===== config.mk =====
export PLATFORM = sky130hd
export DESIGN_NAME = scan_shift_engine
export DESIGN_NICKNAME = d
export VERILOG_FILES = /design/src/rtl/sse_pkg.sv /design/src/rtl/sse_divider.sv /design/src/rtl/sse_sequencer.sv /design/src/rtl/sse_lane_fanout.sv /design/src/rtl/scan_shift_engine.sv
export SDC_FILE = /design/constraint.sdc
export NUM_CORES = 1
export LEC_CHECK = 0
export CAP_MARGIN = 40
export CORE_AREA = 2 2 100 102
export CTS_BUF_LIST = sky130_fd_sc_hd__clkbuf_4 sky130_fd_sc_hd__clkbuf_8 sky130_fd_sc_hd__clkbuf_16
export CTS_CLUSTER_DIAMETER = 200
export DETAILED_ROUTE_END_ITERATION = 10
export DIE_AREA = 0 0 102 104
export DONT_BUFFER_PORTS = 1
export PLACE_DENSITY_LB_ADDON = 0.08
export SYNTH_ARGS = -nofsm -noshare
export SYNTH_HDL_FRONTEND = slang
export SYNTH_HIERARCHICAL = 1
export SYNTH_SLANG_ARGS = --single-unit

===== constraint.sdc =====
create_clock -name clk -period 4.5 [get_ports clk]
set_input_delay 0.9 -clock clk [delete_from_list [all_inputs] [get_ports clk]]
set_output_delay 0.9 -clock clk [all_outputs]
set_load 0.01 [all_outputs]

===== src/rtl/sse_pkg.sv =====
package sse_pkg;
  localparam int REG_W         = 64;
  localparam int CFG_EXP_LSB   = 0;
  localparam int CFG_ROUTE_LSB = 4;
  localparam int CFG_BYP_LSB   = 8;
  localparam int DAT_CNT_LSB   = 32;
  localparam int DAT_SEL_LSB   = 40;
  localparam int DAT_SHIFT_BIT = 48;
  localparam int DAT_UPD_BIT   = 49;

  typedef enum logic [2:0] {
    ST_IDLE,
    ST_SLO,
    ST_SHI,
    ST_UHI,
    ST_ULO
  } seq_st_e;
endpackage


===== src/rtl/sse_divider.sv =====
module sse_divider #(
  parameter int EXP_W = 4
) (
  input  logic             clk,
  input  logic             rst_n,
  input  logic             run,
  input  logic [EXP_W-1:0] exp_run,
  output logic             tick
);
  localparam int HALF_W = (1 << EXP_W) + 1;

  logic [HALF_W-1:0] cnt_q;
  logic [HALF_W-1:0] half_m1;

  assign half_m1 = (HALF_W'(1) << (int'(exp_run) + 1)) - HALF_W'(1);
  assign tick    = run && (cnt_q == half_m1);

  always_ff @(posedge clk or negedge rst_n) begin
    if (!rst_n)             cnt_q <= '0;
    else if (!run || tick)  cnt_q <= '0;
    else                    cnt_q <= cnt_q + HALF_W'(1);
  end

  // the half-period counter never passes its terminal count
  assert_div_bound_R3: assert property (@(posedge clk) disable iff (!rst_n)
    cnt_q <= half_m1);
endmodule


===== src/rtl/sse_sequencer.sv =====
module sse_sequencer
  import sse_pkg::*;
#(
  parameter int WORD  = 32,
  parameter int EXP_W = 4
) (
  input  logic                     clk,
  input  logic                     rst_n,
  input  logic                     load,
  input  logic [WORD-1:0]          load_val,
  input  logic                     start_shift,
  input  logic                     start_upd,
  input  logic [EXP_W-1:0]         exp_in,
  input  logic [$clog2(WORD)-1:0]  nm1,
  input  logic                     tick,
  input  logic                     tdo_bit,
  output logic [WORD-1:0]          shreg,
  output logic                     tdi,
  output logic [EXP_W-1:0]         exp_run,
  output logic                     shift_busy,
  output logic                     upd_busy,
  output logic                     sclk_on,
  output logic                     upd_on
);
  localparam int CNT_W = $clog2(WORD);

  seq_st_e          st_q;
  logic [CNT_W-1:0] bit_idx;

  assign shift_busy = (st_q == ST_SLO) || (st_q == ST_SHI);
  assign upd_busy   = (st_q == ST_UHI) || (st_q == ST_ULO);
  assign sclk_on    = (st_q == ST_SHI);
  assign upd_on     = (st_q == ST_UHI);

  always_ff @(posedge clk or negedge rst_n) begin
    if (!rst_n) begin
      st_q    <= ST_IDLE;
      shreg   <= '0;
      tdi     <= 1'b0;
      bit_idx <= '0;
      exp_run <= '0;
    end else begin
      case (st_q)
        ST_IDLE: begin
          if (load) shreg <= load_val;
          if (start_shift) begin
            st_q    <= ST_SLO;
            tdi     <= load_val[0];
            bit_idx <= '0;
            exp_run <= exp_in;
          end else if (start_upd) begin
            st_q    <= ST_UHI;
            exp_run <= exp_in;
          end
        end
        ST_SLO: if (tick) begin
          st_q  <= ST_SHI;
          shreg <= {tdo_bit, shreg[WORD-1:1]};
        end
        ST_SHI: if (tick) begin
          if (bit_idx == nm1) begin
            st_q <= ST_IDLE;
          end else begin
            st_q    <= ST_SLO;
            bit_idx <= bit_idx + CNT_W'(1);
            tdi     <= shreg[0];
          end
        end
        ST_UHI: if (tick) st_q <= ST_ULO;
        ST_ULO: if (tick) st_q <= ST_IDLE;
        default: st_q <= ST_IDLE;
      endcase
    end
  end

  // a shift only finishes after its final counted bit
  assert_last_bit_R4: assert property (@(posedge clk) disable iff (!rst_n)
    $fell(shift_busy) |-> $past(bit_idx == nm1));

  // serial data stays steady across the rising clock edge
  assert_tdi_hold_R5: assert property (@(posedge clk) disable iff (!rst_n)
    (st_q == ST_SHI) |-> $stable(tdi));
endmodule


===== src/rtl/sse_lane_fanout.sv =====
module sse_lane_fanout #(
  parameter int LANES = 4
) (
  input  logic             clk,
  input  logic             rst_n,
  input  logic [LANES-1:0] sel,
  input  logic             sclk_on,
  input  logic             upd_on,
  input  logic [LANES-1:0] lane_tdo,
  output logic [LANES-1:0] lane_sclk,
  output logic [LANES-1:0] lane_upd,
  output logic             tdo_bit
);
  for (genvar g = 0; g < LANES; g++) begin : g_lane
    assign lane_sclk[g] = sclk_on & sel[g];
    assign lane_upd[g]  = upd_on & sel[g];
  end

  assign tdo_bit = |(lane_tdo & sel);

  // only selected lanes see clock or strobe
  assert_lane_gate_R9: assert property (@(posedge clk) disable iff (!rst_n)
    ((lane_sclk | lane_upd) & ~sel) == '0);

  // strobe and serial clock are never active together
  assert_excl_R8: assert property (@(posedge clk) disable iff (!rst_n)
    !((|lane_sclk) && (|lane_upd)));
endmodule


===== src/rtl/scan_shift_engine.sv =====
module scan_shift_engine
  import sse_pkg::*;
#(
  parameter int LANES   = 4,
  parameter int WORD    = 32,
  parameter int EXP_W   = 4,
  parameter int ROUTE_W = 2
) (
  input  logic               clk,
  input  logic               rst_n,
  input  logic               csr_wr_en,
  input  logic               csr_wr_sel,
  input  logic [63:0]        csr_wr_data,
  input  logic               csr_rd_sel,
  output logic [63:0]        csr_rd_data,
  output logic [LANES-1:0]   lane_sclk,
  output logic               lane_tdi,
  input  logic [LANES-1:0]   lane_tdo,
  output logic [LANES-1:0]   lane_upd,
  output logic [LANES-1:0]   cfg_bypass,
  output logic [ROUTE_W-1:0] cfg_route
);
  localparam int CNT_W = $clog2(WORD);

  logic [EXP_W-1:0]   exp_q;
  logic [ROUTE_W-1:0] route_q;
  logic [LANES-1:0]   byp_q;
  logic [LANES-1:0]   sel_q;
  logic [CNT_W-1:0]   cnt_q;

  logic [WORD-1:0]    shreg;
  logic [EXP_W-1:0]   exp_run;
  logic shift_busy, upd_busy, sclk_on, upd_on, tick, tdo_bit;
  logic busy, data_wr, start_shift, start_upd;
  logic unused_wdata;

  assign busy        = shift_busy | upd_busy;
  assign data_wr     = csr_wr_en & csr_wr_sel & ~busy;
  assign start_shift = data_wr & csr_wr_data[DAT_SHIFT_BIT];
  assign start_upd   = data_wr & csr_wr_data[DAT_UPD_BIT] & ~csr_wr_data[DAT_SHIFT_BIT];
  assign unused_wdata = ^csr_wr_data;

  always_ff @(posedge clk or negedge rst_n) begin
    if (!rst_n) begin
      exp_q   <= '0;
      route_q <= '0;
      byp_q   <= '0;
      sel_q   <= '0;
      cnt_q   <= '0;
    end else begin
      if (csr_wr_en && !csr_wr_sel) begin
        exp_q   <= csr_wr_data[CFG_EXP_LSB +: EXP_W];
        route_q <= csr_wr_data[CFG_ROUTE_LSB +: ROUTE_W];
        byp_q   <= csr_wr_data[CFG_BYP_LSB +: LANES];
      end
      if (data_wr) begin
        sel_q <= csr_wr_data[DAT_SEL_LSB +: LANES];
        cnt_q <= csr_wr_data[DAT_CNT_LSB +: CNT_W];
      end
    end
  end

  always_comb begin
    csr_rd_data = '0;
    if (!csr_rd_sel) begin
      csr_rd_data[CFG_EXP_LSB +: EXP_W]     = exp_q;
      csr_rd_data[CFG_ROUTE_LSB +: ROUTE_W] = route_q;
      csr_rd_data[CFG_BYP_LSB +: LANES]     = byp_q;
    end else begin
      csr_rd_data[WORD-1:0]                 = shreg;
      csr_rd_data[DAT_CNT_LSB +: CNT_W]     = cnt_q;
      csr_rd_data[DAT_SEL_LSB +: LANES]     = sel_q;
      csr_rd_data[DAT_SHIFT_BIT]            = shift_busy;
      csr_rd_data[DAT_UPD_BIT]              = upd_busy;
    end
  end

  assign cfg_bypass = byp_q;
  assign cfg_route  = route_q;

  sse_divider #(.EXP_W(EXP_W)) u_div (
    .clk(clk), .rst_n(rst_n), .run(busy), .exp_run(exp_run), .tick(tick)
  );

  sse_sequencer #(.WORD(WORD), .EXP_W(EXP_W)) u_seq (
    .clk(clk), .rst_n(rst_n),
    .load(data_wr), .load_val(csr_wr_data[WORD-1:0]),
    .start_shift(start_shift), .start_upd(start_upd),
    .exp_in(exp_q), .nm1(cnt_q), .tick(tick), .tdo_bit(tdo_bit),
    .shreg(shreg), .tdi(lane_tdi), .exp_run(exp_run),
    .shift_busy(shift_busy), .upd_busy(upd_busy),
    .sclk_on(sclk_on), .upd_on(upd_on)
  );

  sse_lane_fanout #(.LANES(LANES)) u_fan (
    .clk(clk), .rst_n(rst_n), .sel(sel_q),
    .sclk_on(sclk_on), .upd_on(upd_on), .lane_tdo(lane_tdo),
    .lane_sclk(lane_sclk), .lane_upd(lane_upd), .tdo_bit(tdo_bit)
  );

  // a command-register write during a busy command changes nothing
  assert_ignore_busy_R10: assert property (@(posedge clk) disable iff (!rst_n)
    (busy && csr_wr_en && csr_wr_sel) |=> ($stable(sel_q) && $stable(cnt_q)));

  // a shift command is visible as busy on the following cycle
  assert_shift_starts_R7: assert property (@(posedge clk) disable iff (!rst_n)
    (!busy && csr_wr_en && csr_wr_sel && csr_wr_data[DAT_SHIFT_BIT]) |=> shift_busy);
endmodule


==> metrics.txt <==
Die Y 104 microns; Final Slew Violations 0; Synth Warn # 6; Crit Path Category flip-flop to flip-flop; Arr. time, crit path 4.33 ns; Crit-path slowest cell or4_1; post-CTS setup buffer count 0; synth unique cells 69; first-pass GRT wire length 17,900 microns; layout cells sized above 1 0.151; Final Skew 0.00878 ns; fin area 5160 sq um; CP max FO 64; remaining global-route overflow 0; Fin. Hold Viols 0; # H-tree levels 3; Core Region 9550 sq um; CP top delay family simple AND/OR/NAND/NOR gates; total of max-cap violations 0; worst slew pin tran roughly 0.67 ns; antenna cells 0; fin crit period 4.12 ns; Post-DP Area 4970 sq um; vias in the first global route 3,465; startpoint type of the worst setup path flip-flop; top_reg_cell synth dfrtp_1; overall routed net length 10,400 microns; post-synth top area cell dfrtp_1; Critical path buffers and inverters 1; number of synthesized flops with an enable pin 0; initial antenna violation count 0; Mapped Avg Cell Area 9.74 sq um; row count 36; post-synth top area share 0.399; synth top area cells dfrtp_1 (40%), mux2i_1 (6.9%), mux2_2 (5.8%); Die W between 100 and 150 microns; port bufs 0; ys async rst share 1.00; switching share of power 0.393; Synth Cell Area 5080 sq um; initial core utilization 0.532; DIE AREA 10,600 sq um; Seq cells post-synth 81; TritonCTS buffer count 9; Final Wtd Congestion 0.796; initial DRC count roughly 170; I/O Pins around 150; DRT antenna net count 0; worst path cell trace or4_1, ha_1, nand3b_1, a211oi_1, xor2_1, a2111o_1, nor4_4, and2_2, mux2i_1, or3_2, buf_4, nand2_1, o21ai_0; unrepaired setup endpoints after global routing false; PwrDens 587 nW/um^2; sw power 1190 uW; largest net degree at the start of global routing 82; Setup-failing EPs final 0; Post-route DRC 0; Max transition margin 0.552; Synth Instances approximately 520; Leakage 0.00234 uW; Flop pwr share 0.393; clk_lat worst skew about 0.35 ns; Clock Root Buffer clkbuf_8; First-pass DRT Iterations 4; Worst EP required 4.71 ns; via count 3,488; status finished, final reports clean; Clk network pwr share 0.175; clk sinks 81; drt via density 5.49; maximum clock rate 243 MHz; Max clock buf depth 2; Max VDD drop around 0.31 mV; CTS clk-pin slew, worst paths 0.08 ns; # nets final 575; sequential area share after synthesis 0.399; DR WL/cell 16.4 microns; CTS tree built; Tcrit/Tclk final 0.915; Critical Path Sink Type flip-flop; max incr delay on CP 0.53 ns; Internal 1840 uW; worst min path class primary input to async pin; Layout area overhead 1.60%; logic gate share of total power 0.432; DP HPWL 6990 microns; total negative slack 0 ns; Tot GR Track Use 0.212
==> cell usage in the layout, fill, tap and decap left out, types with 3 or more instances in the layout <==
cell      netlist  routed
and2_1         39      38
mux2i_1        35      35
mux2_2         26      26
nand2_1        67      67
nor2_1         22      22
conb_1          2      22
nor3_1          6       6
xor2_1         10      10
a211oi_1        6       6
dfrtp_1        81      81
clkbuf_8        0      10
xnor2_1        15      15
a31oi_1         4       4
buf_4          24       8
a22oi_1         3       3
ha_1            3       3
nand4_1         4       4
nand3_1        13      13
and3_1          4       4
o21ai_1         3       3
or2_2           3       3
inv_1           6       6
a21oi_1         6       6
nor4_1          3       3
mux2_4          8       8
nor2b_1         6       6
and2_2          4       5
o21ai_0        34      34
==> flip-flops by register name (all words and copies together) (netlist names) <==
| register | count |
|---|---|
| u_seq/shreg | 32 |
| u_div/cnt_q | 17 |
| cnt_q | 5 |
| u_seq/bit_idx | 5 |
| cfg_bypass | 4 |
| exp_q | 4 |
| sel_q | 4 |
| u_seq/exp_run | 4 |
| u_seq/st_q | 3 |
| cfg_route | 2 |
| u_seq/tdi | 1 |
==> cell usage after synthesis, types with 4 or more instances <==
cell and number:
dfrtp_1 81, nand2_1 67, and2_1 39, mux2i_1 35
o21ai_0 34, mux2_2 26, buf_4 24, nor2_1 22
buf_2 16, xnor2_1 15, nand3_1 13, clkbuf_1 12
xor2_1 10, buf_6 8, mux2_4 8, a211oi_1 6
a21oi_1 6, inv_1 6, nor2b_1 6, nor3_1 6
a31oi_1 4, and2_2 4, and3_1 4, nand4_1 4
==> cells by family after synthesis <==
kind of cell / synth area share
adders and majority gates: 0.00937
xor gates and xnor gates: 0.0431
AOI/OAI and AO/OA: 0.0946
DFF: 0.399
buffers and inverters: 0.0863
and+or+nand+nor: 0.213
muxes: 0.153
other: 0.00148
==> metal layers <==
| metal | GRT usage | routed length, microns |
|---|---|---|
| met3 | 0.0477 | 588 |
| met1 | 0.296 | 4820 |
| met2 | 0.321 | 4870 |
| met5 | 0 | 0 |
| met4 | 0.0819 | 163 |
==> cell type report <==
class                      count  area (sq um)
timing repair buffer           8          60.1
multi-input combinational    393          2690
tap                          133           166
inverter                       6          22.5
clock inverter                 3          42.5
clock buffer                  11           145
sequential                    81          2030
fill                         876          4390
==> worst register-to-register path: cells and delay by family (launching register included) <==
| family | cells | cell delay [ns] |
|---|---|---|
| and+or+nand+nor | 6 | 1.92 |
| muxes | 1 | 0.09 |
| AOI/OAI and AO/OA | 3 | 0.82 |
| adders and majority gates | 1 | 0.35 |
| DFF | 1 | 0.39 |
| xor gates and xnor gates | 1 | 0.12 |
| buffers and inverters | 1 | 0.30 |
==> worst paths after layout <==
kind | start | endpoint | slack [ns] | cells after the start
worst max-delay path | u_seq/exp_run[0] | u_seq/shreg[19] | 0.38 | 13
worst min-delay path | rst_n | u_seq/shreg[27] | 0.24 | 0
worst max register to register | u_seq/exp_run[0] | u_seq/shreg[19] | 0.38 | 13
worst min register to register | u_seq/shreg[0] | u_seq/shreg[0] | 0.50 | 2
max in group asynchronous | rst_n | u_seq/shreg[6] | 4.14 | 0
min in group clk | u_seq/shreg[0] | u_seq/shreg[0] | 0.50 | 2
==> repair_timing <==
action / in CTS / in global routing
gates resized for setup: 0 / 1
hold buffers: 0 / 0
endpoints found under the setup margin: 0 / 5
==> power groups by stage <==
stage | clock network [uW] | logic (uW) | registers, uW
after floorplan | 0 | 1220 | 1120
after detailed placement | 0 | 1320 | 1200
after CTS | 549 | 1320 | 1190
after global routing | 584 | 1480 | 1230
after global placement | 0 | 1290 | 1190
final | 530 | 1310 | 1190
==> metrics by stage <==
stage	instances	setup slack, ns	power (uW)	hold slack, ns	utilization
after detailed placement	621	0.333	2520	0.484	0.520
after CTS	635	0.305	3060	0.214	0.540
final	635	0.382	3030	0.236	0.540
after floorplan	541	0.325	2340	0.460	-
after global placement	620	0.426	2480	0.483	0.520
after global routing	635	0.0774	3290	0.206	0.540
(Power assumes the default switching activity.)
